--- config.mk ---
export PLATFORM = sky130hd
export DESIGN_NAME = bias_pulse_gen
export DESIGN_NICKNAME = d
export VERILOG_FILES = /design/src/rtl/bpg_pkg.sv /design/src/rtl/bpg_edge_det.sv /design/src/rtl/bpg_frame_regs.sv /design/src/rtl/bpg_line_ctr.sv /design/src/rtl/bias_pulse_gen.sv
export SDC_FILE = /design/constraint.sdc
export NUM_CORES = 1
export LEC_CHECK = 0
export ABC_AREA = 1
export BUFFER_PORTS_ARGS = -buffer_cell sky130_fd_sc_hd__buf_2
export CORE_MARGIN = 8
export CORE_UTILIZATION = 46
export DETAILED_ROUTE_END_ITERATION = 6
export HOLD_SLACK_MARGIN = 0.12
export PLACE_DENSITY = 0.75
export SLEW_MARGIN = 20
export SYNTH_ARGS = -nofsm -noshare
export SYNTH_HDL_FRONTEND = slang
export SYNTH_SLANG_ARGS = --single-unit
export TNS_END_PERCENT = 1
--- constraint.sdc ---
create_clock -name clk -period 4.2 [get_ports clk]
set_clock_uncertainty 0.2 [all_clocks]
set_input_delay 0 -clock clk [delete_from_list [all_inputs] [get_ports clk]]
set_output_delay 0 -clock clk [all_outputs]
set_load 0.02 [all_outputs]
--- src/rtl/bpg_pkg.sv ---
package bpg_pkg;
   typedef enum logic {
      LVL_LOW  = 1'b0,
      LVL_HIGH = 1'b1
   } level_e;

   function automatic int unsigned ctr_max(input int unsigned w);
      return (1 << w) - 1;
   endfunction
endpackage

--- src/rtl/bpg_edge_det.sv ---
module bpg_edge_det #(
   parameter int STAGES = 2
) (
   input  logic clk,
   input  logic rst_n,
   input  logic din,
   output logic fall_o
);
   // pipe[0..STAGES-1] synchronizer, pipe[STAGES] previous-value flop
   logic [STAGES:0] pipe;

   genvar gi;
   generate
      for (gi = 0; gi <= STAGES; gi++) begin : g_stage
         if (gi == 0) begin : g_first
            always_ff @(posedge clk or negedge rst_n) begin
               if (!rst_n) pipe[0] <= 1'b0;
               else        pipe[0] <= din;
            end
         end else begin : g_next
            always_ff @(posedge clk or negedge rst_n) begin
               if (!rst_n) pipe[gi] <= 1'b0;
               else        pipe[gi] <= pipe[gi-1];
            end
         end
      end
   endgenerate

   assign fall_o = pipe[STAGES] & ~pipe[STAGES-1];
endmodule

--- src/rtl/bpg_frame_regs.sv ---
module bpg_frame_regs
   import bpg_pkg::*;
#(
   parameter int TOG_W = 11
) (
   input  logic             clk,
   input  logic             rst_n,
   input  logic             wr_en,
   input  logic [TOG_W-1:0] wr_tog,
   input  level_e           wr_pol,
   input  logic             load,
   output logic [TOG_W-1:0] sh_tog,
   output level_e           sh_pol,
   output logic [TOG_W-1:0] act_tog,
   output level_e           act_pol
);
   always_ff @(posedge clk or negedge rst_n) begin
      if (!rst_n) begin
         sh_tog <= '0;
         sh_pol <= LVL_LOW;
      end else if (wr_en) begin
         sh_tog <= wr_tog;
         sh_pol <= wr_pol;
      end
   end

   always_ff @(posedge clk or negedge rst_n) begin
      if (!rst_n) begin
         act_tog <= '0;
         act_pol <= LVL_LOW;
      end else if (load) begin
         act_tog <= sh_tog;
         act_pol <= sh_pol;
      end
   end
endmodule

--- src/rtl/bpg_line_ctr.sv ---
module bpg_line_ctr
   import bpg_pkg::*;
#(
   parameter int TOG_W = 11
) (
   input  logic             clk,
   input  logic             rst_n,
   input  logic             clr,
   input  logic             step,
   output logic [TOG_W-1:0] cnt
);
   localparam logic [TOG_W-1:0] CNT_MAX = TOG_W'(ctr_max(TOG_W));

   always_ff @(posedge clk or negedge rst_n) begin
      if (!rst_n)                      cnt <= '0;
      else if (clr)                    cnt <= '0;
      else if (step && cnt != CNT_MAX) cnt <= cnt + 1'b1;
   end
endmodule

--- src/rtl/bias_pulse_gen.sv ---
module bias_pulse_gen
   import bpg_pkg::*;
#(
   parameter int   TOG_W       = 11,
   parameter int   SYNC_STAGES = 2,
   parameter logic IDLE_LEVEL  = 1'b0
) (
   input  logic             clk,
   input  logic             rst_n,
   input  logic             vd_i,
   input  logic             hd_i,
   input  logic             wr_en_i,
   input  logic [TOG_W-1:0] wr_toggle_i,
   input  logic             wr_pol_i,
   output logic             bias_o
);
   generate
      if (TOG_W < 2 || TOG_W > 16) begin : g_bad_width
         $error("bias_pulse_gen: TOG_W must be within 2..16");
      end
      if (SYNC_STAGES < 2) begin : g_bad_sync
         $error("bias_pulse_gen: SYNC_STAGES must be at least 2");
      end
   endgenerate

   logic             vd_fall;
   logic             hd_fall;
   logic [TOG_W-1:0] line_cnt;
   logic [TOG_W-1:0] sh_tog;
   logic [TOG_W-1:0] act_tog;
   level_e           sh_pol;
   level_e           act_pol;

   bpg_edge_det #(.STAGES(SYNC_STAGES)) u_vd_edge (
      .clk(clk), .rst_n(rst_n), .din(vd_i), .fall_o(vd_fall)
   );

   bpg_edge_det #(.STAGES(SYNC_STAGES)) u_hd_edge (
      .clk(clk), .rst_n(rst_n), .din(hd_i), .fall_o(hd_fall)
   );

   bpg_frame_regs #(.TOG_W(TOG_W)) u_regs (
      .clk(clk), .rst_n(rst_n),
      .wr_en(wr_en_i), .wr_tog(wr_toggle_i), .wr_pol(level_e'(wr_pol_i)),
      .load(vd_fall),
      .sh_tog(sh_tog), .sh_pol(sh_pol),
      .act_tog(act_tog), .act_pol(act_pol)
   );

   // frame edge has priority over line edge inside the counter
   bpg_line_ctr #(.TOG_W(TOG_W)) u_ctr (
      .clk(clk), .rst_n(rst_n), .clr(vd_fall), .step(hd_fall), .cnt(line_cnt)
   );

   always_ff @(posedge clk or negedge rst_n) begin
      if (!rst_n)                               bias_o <= IDLE_LEVEL;
      else if (!vd_fall && line_cnt == act_tog) bias_o <= logic'(act_pol);
   end
endmodule

Yosys cells after proc, flatten, opt, wreduce, memory -nomap -nowiden
Cells that the tools add are included.
{"block": "totals", "output_inout_bits": 1, "in_bits": 17, "regBits": 42, "elab_cells": 25}
{"block": "classes", "add_sub_neg": 1, "reduce_logical": 4, "n_eq_ne": 2, "mux": 2, "bitwise_logic": 4}
{"cell": "$mux W11", "count": 2}
{"cell": "$add A11 B1 Y11 const B", "count": 1}
{"cell": "$eq A11 B11 Y1", "count": 1}
{"cell": "$ne A11 B11 Y1 const B", "count": 1}
{"cell": "$and A1 B1 Y1", "count": 2}
{"cell": "$logic_and A1 B1 Y1", "count": 2}
{"cell": "$not A1 Y1", "count": 2}
{"cell": "$reduce_bool A2 Y1", "count": 1}
{"cell": "$logic_not A1 Y1", "count": 1}

Logic depth before layout (Yosys ltp)
{"block": "logic_depth", "word_depth": 5, "depth_mapped": 9}

Modules after synthesis
From an unflattened synthesis, not the netlist that was laid out.
{"block": "unflattened", "hier_cells": 291, "hier_area_um2": 2144.6}
{"mod": "bpg_frame_regs", "n_inst": 1, "seq_area_each_um2": 600.6, "area_each_um2": 915.9, "cells_each": 102}
{"mod": "bpg_line_ctr", "n_inst": 1, "seq_area_each_um2": 275.3, "area_each_um2": 701.9, "cells_each": 93}
{"mod": "bias_pulse_gen", "n_inst": 1, "seq_area_each_um2": 25.0, "area_each_um2": 356.6, "cells_each": 86}
{"mod": "bpg_edge_det", "n_inst": 2, "seq_area_each_um2": 75.1, "area_each_um2": 85.1, "cells_each": 5}

Worst setup path before layout
Ideal clock, no wire load.
{"block": "synth_timing", "path_type": "reg-to-reg", "startpoint": "register u_ctr.cnt[0]", "endpoint": "register u_ctr.cnt[3]", "arrival_time_ps": 1217, "path_buffers": 0, "slack_ps": 2707, "stages_incl_launch_ff": 9, "path_cell_list": "dfrtp_1 ha_1 nand2_1 nor2_4 nand3_4 nand2_4 nor2_1 nand2_1 o21ai_1"}
{"block": "synth_between", "elab_chain_cells": 3, "elab_cells_between_ends": 6, "classes_between": "add/sub: 1; eq/ne: 1; mux: 2; reduce/logical: 2"}
{"item": "start: declaration", "line": "bpg_line_ctr.sv:10", "text": "output logic [TOG_W-1:0] cnt"}
{"item": "start signal: assignment", "line": "bpg_line_ctr.sv:17", "text": "else if (step && cnt != CNT_MAX) cnt <= cnt + 1'b1;"}
{"item": "$add A11 B1 Y11 or $ne A11 B11 Y1 (tied branches)", "line": "bpg_line_ctr.sv:17"}
{"item": "$mux W11 or $logic_and A1 B1 Y1 (tied branches)", "line": "bpg_line_ctr.sv:17"}
{"item": "$mux W11 or $reduce_bool A2 Y1 (tied branches)"}
Parallel ways exist; a longest one is shown, timed or not. The select of a mux whose other input is x is not followed.
A chain may end at the register's enable or synchronous reset.

==> impl_metrics.csv <==
group,metric,value,unit
status,outcome,"finished, final reports clean",
floorplanning,fp.coreArea,4060,µm²
clocking,cts-root-buf,"clkbuf_8",
timing,tightest_slew,0.917,ns
synth,synth_enable_flop_cells,0,
power_and_ir_drop,power_density,360,nW/µm²
synth,async_flop_share,100,%
flow_run,maxCapViolCount,0,
clocking,path_clk_slew,0.08,ns
global_route,grt_max_degree,43,
synth,synthFlopType,"dfrtp_1",
clocking,post_cts_resized,0,
power_and_ir_drop,vdd_ir_drop_max,0.279,mV
worst_setup_path,cpPeakStageDelay,0.59,ns
route,drc,0,
synth,synth_nets,261,
floorplanning,dieArea,6600,µm²
clocking,clock_path_buffers,2,
worst_setup_path,start_kind,"primary input",
route,ant_nets,0,
timing,finalSetupViolations,0,
synth,synthTopCellsByArea,"dfrtp_1, nand2_1, inv_1",
synth,synth_common_cells,"nand2_1, dfrtp_1, inv_1, o21ai_0, nor2_1",
clocking,tritoncts,"yes",
clocking,worstSkewPairLatency,0.29,ns
route,drtIter0Drc,144,
final_layout,drive_above_1_share,11.3,%
clocking,htreeDepth,2,
synth,synth_cell_type_count,25,
synth,synth_seq_cells,42,
placement,hpwl,2.52,mm
timing,finalCritPeriodShare,47.2,%
synth,yosys.area.top_type,"dfrtp_1",
route,wl,4.18,mm
synth,avgSynthCellArea,8.06,µm²
worst_setup_path,path_cells,"dlygate4sd3_1 -> buf_2 -> nand2_1 -> dlygate4sd3_1 -> o21ai_0 -> dlygate4sd3_1",
worst_setup_path,cp_data_required_time,4.17,ns
placement,portBuffers,17,
worst_setup_path,cp_max_fo,1,
clocking,cts_hold_repair.buffers,39,
final_layout,area_growth,32.0,%
synth,ys.warnings.count,0,
floorplanning,dieHeight,81.2,µm
timing,min_period,1.98,ns
worst_setup_path,cp-end-kind,"flop",
clocking,cts_made_buffers,5,
synth,synthCells,243,
synth,netlist.area_leader.share,53.7,%
placement,gp_congestion,0.826,
global_route,grt_usage,14.3,%
synth,syn_area,1960,µm²
worst_hold_path,hold_path_class,"reg -> reg",
worst_setup_path,path_common_cell,"dlygate4sd3_1",
floorplanning,io_pins,18,
clocking,post_cts_buffers,0,
power_and_ir_drop,p_leak,1.26,nW
floorplanning,die_w,81.2,µm
worst_setup_path,critPathSlowestCell,"dlygate4sd3_1",
timing,finalHoldViolCount,0,
route,vias_per_cell,4.80,
timing,maxSlewViolCount,0,
synth,ys_seq_area_share,53.7,%
final_layout,num-nets-final,319,
final_layout,antenna_cells,0,
floorplanning,num_rows,23,
route,dr.pass1.iters,5,
worst_setup_path,r2r_slack,2.25,ns
global_route,antenna_found_initial,0,
floorplanning,start_util,48.3,%
global_route,grt_pass1_wl,7.27,mm
global_route,grt_overflow,0,
global_route,grt_pass1_vias,1671,
clocking,clock_sinks,42,
placement,post_dp_cell_area,2080,µm²
timing,rsz0062_at_grt,"false",
route,num_vias,1684,
final_layout,design_area,2580,µm²
route,routedWlPerCell,11.9,µm
synth,yosysMostFrequentCell,"nand2_1",
timing,setup_tns,0,ns
timing,slew_headroom,38.7,%
worst_setup_path,cp.arrival,1.95,ns
worst_setup_path,critPathKind,"in -> reg",
timing,max_freq,504,MHz
==> cells in the final DEF, fill, tap and decap left out, types with 2 or more instances in the layout <==
cell type and instances:
nand2_4 2, inv_1 38, nand4_1 2, nor2_4 2, xor2_1 2, a21oi_1 2, o21ai_0 25, nand3_1 11
dfrtp_1 42, o21ai_1 5, buf_2 17, nor2_1 20, dlygate4sd3_1 39, clkbuf_8 6, nor3_1 4, nand2_1 74
==> sequential cells by signal, summed over array words and instances (netlist names) <==
| name | flops |
|---|---|
| u_ctr.cnt | 11 |
| u_hd_edge.pipe | 3 |
| u_regs.act_tog | 11 |
| u_vd_edge.pipe | 3 |
| u_regs.sh_tog | 11 |
| u_regs.sh_pol | 1 |
| u_regs.act_pol | 1 |
| bias_o | 1 |
==> logic make-up after synthesis <==
| logic type | after synthesis | share of synthesized area, % |
|---|---|---|
| flip-flops | 42 | 53.7 |
| XOR/XNOR | 3 | 1.34 |
| buffers and inverters | 45 | 8.95 |
| adder cells (fa/ha/maj) | 1 | 0.639 |
| AO/OA/AOI/OAI | 32 | 8.18 |
| AND/OR/NAND/NOR | 120 | 27.2 |
==> worst paths after layout <==
kind	from	endpoint	cells after the start
max	wr_toggle_i[4]	u_regs.sh_tog[4]	6
min	u_hd_edge.pipe[0]	u_hd_edge.pipe[1]	0
max reg2reg	u_vd_edge.pipe[1]	u_ctr.cnt[3]	6
min reg2reg	u_hd_edge.pipe[0]	u_hd_edge.pipe[1]	0
max in group asynchronous	rst_n	u_regs.sh_tog[2]	2
min in group asynchronous	rst_n	u_hd_edge.pipe[1]	2
==> stage by stage <==
| step | setup slack [ns] | cells | hold WS [ns] | total power [W] | util (%) |
|---|---|---|---|---|---|
| global route | 2.07 | 351 | 0.158 | 0.000983 | 63.7 |
| global placement | 2.27 | 305 | -0.0906 | 0.000579 | 51.3 |
| floorplan | 2.71 | 243 | -0.496 | 0.000545 | - |
| detailed placement | 2.24 | 305 | -0.0906 | 0.000583 | 51.3 |
| finish | 2.22 | 351 | 0.150 | 0.000931 | 63.7 |
| CTS | 2.22 | 351 | 0.138 | 0.000937 | 63.7 |
==> worst max-delay path: cells and delay by family <==
kind                   cells  cell delay (ns)
buffers and inverters      4             1.82
and+or+nand+nor            1             0.05
AOI/OAI and AO/OA          1             0.09
==> final cells by class <==
class	count	area (µm²)
fill	304	1470
clock inverter	1	30.0
sequential	42	1050
tap	50	62.6
timing repair buffer	56	475
multi-input combinational	156	732
clock buffer	6	82.6
inverter	40	151
==> report_power, final <==
part           switching [W]  leakage, nW  total (W)  internal (W)
Clock               0.000130       0.0573   0.000320      0.000190
Sequential         0.0000228        0.531   0.000465      0.000443
Combinational      0.0000766        0.674   0.000146     0.0000696
==> layer usage <==
layer	part of all wire [%]	GRT usage (%)	up-vias
li1	-	-	863
met1	47	17.3	769
met2	46	23.0	46
met3	5.6	4.64	6
met4	1.7	5.71	0
met5	0	0	-
Note: power is estimated with default switching activity, not from simulation.
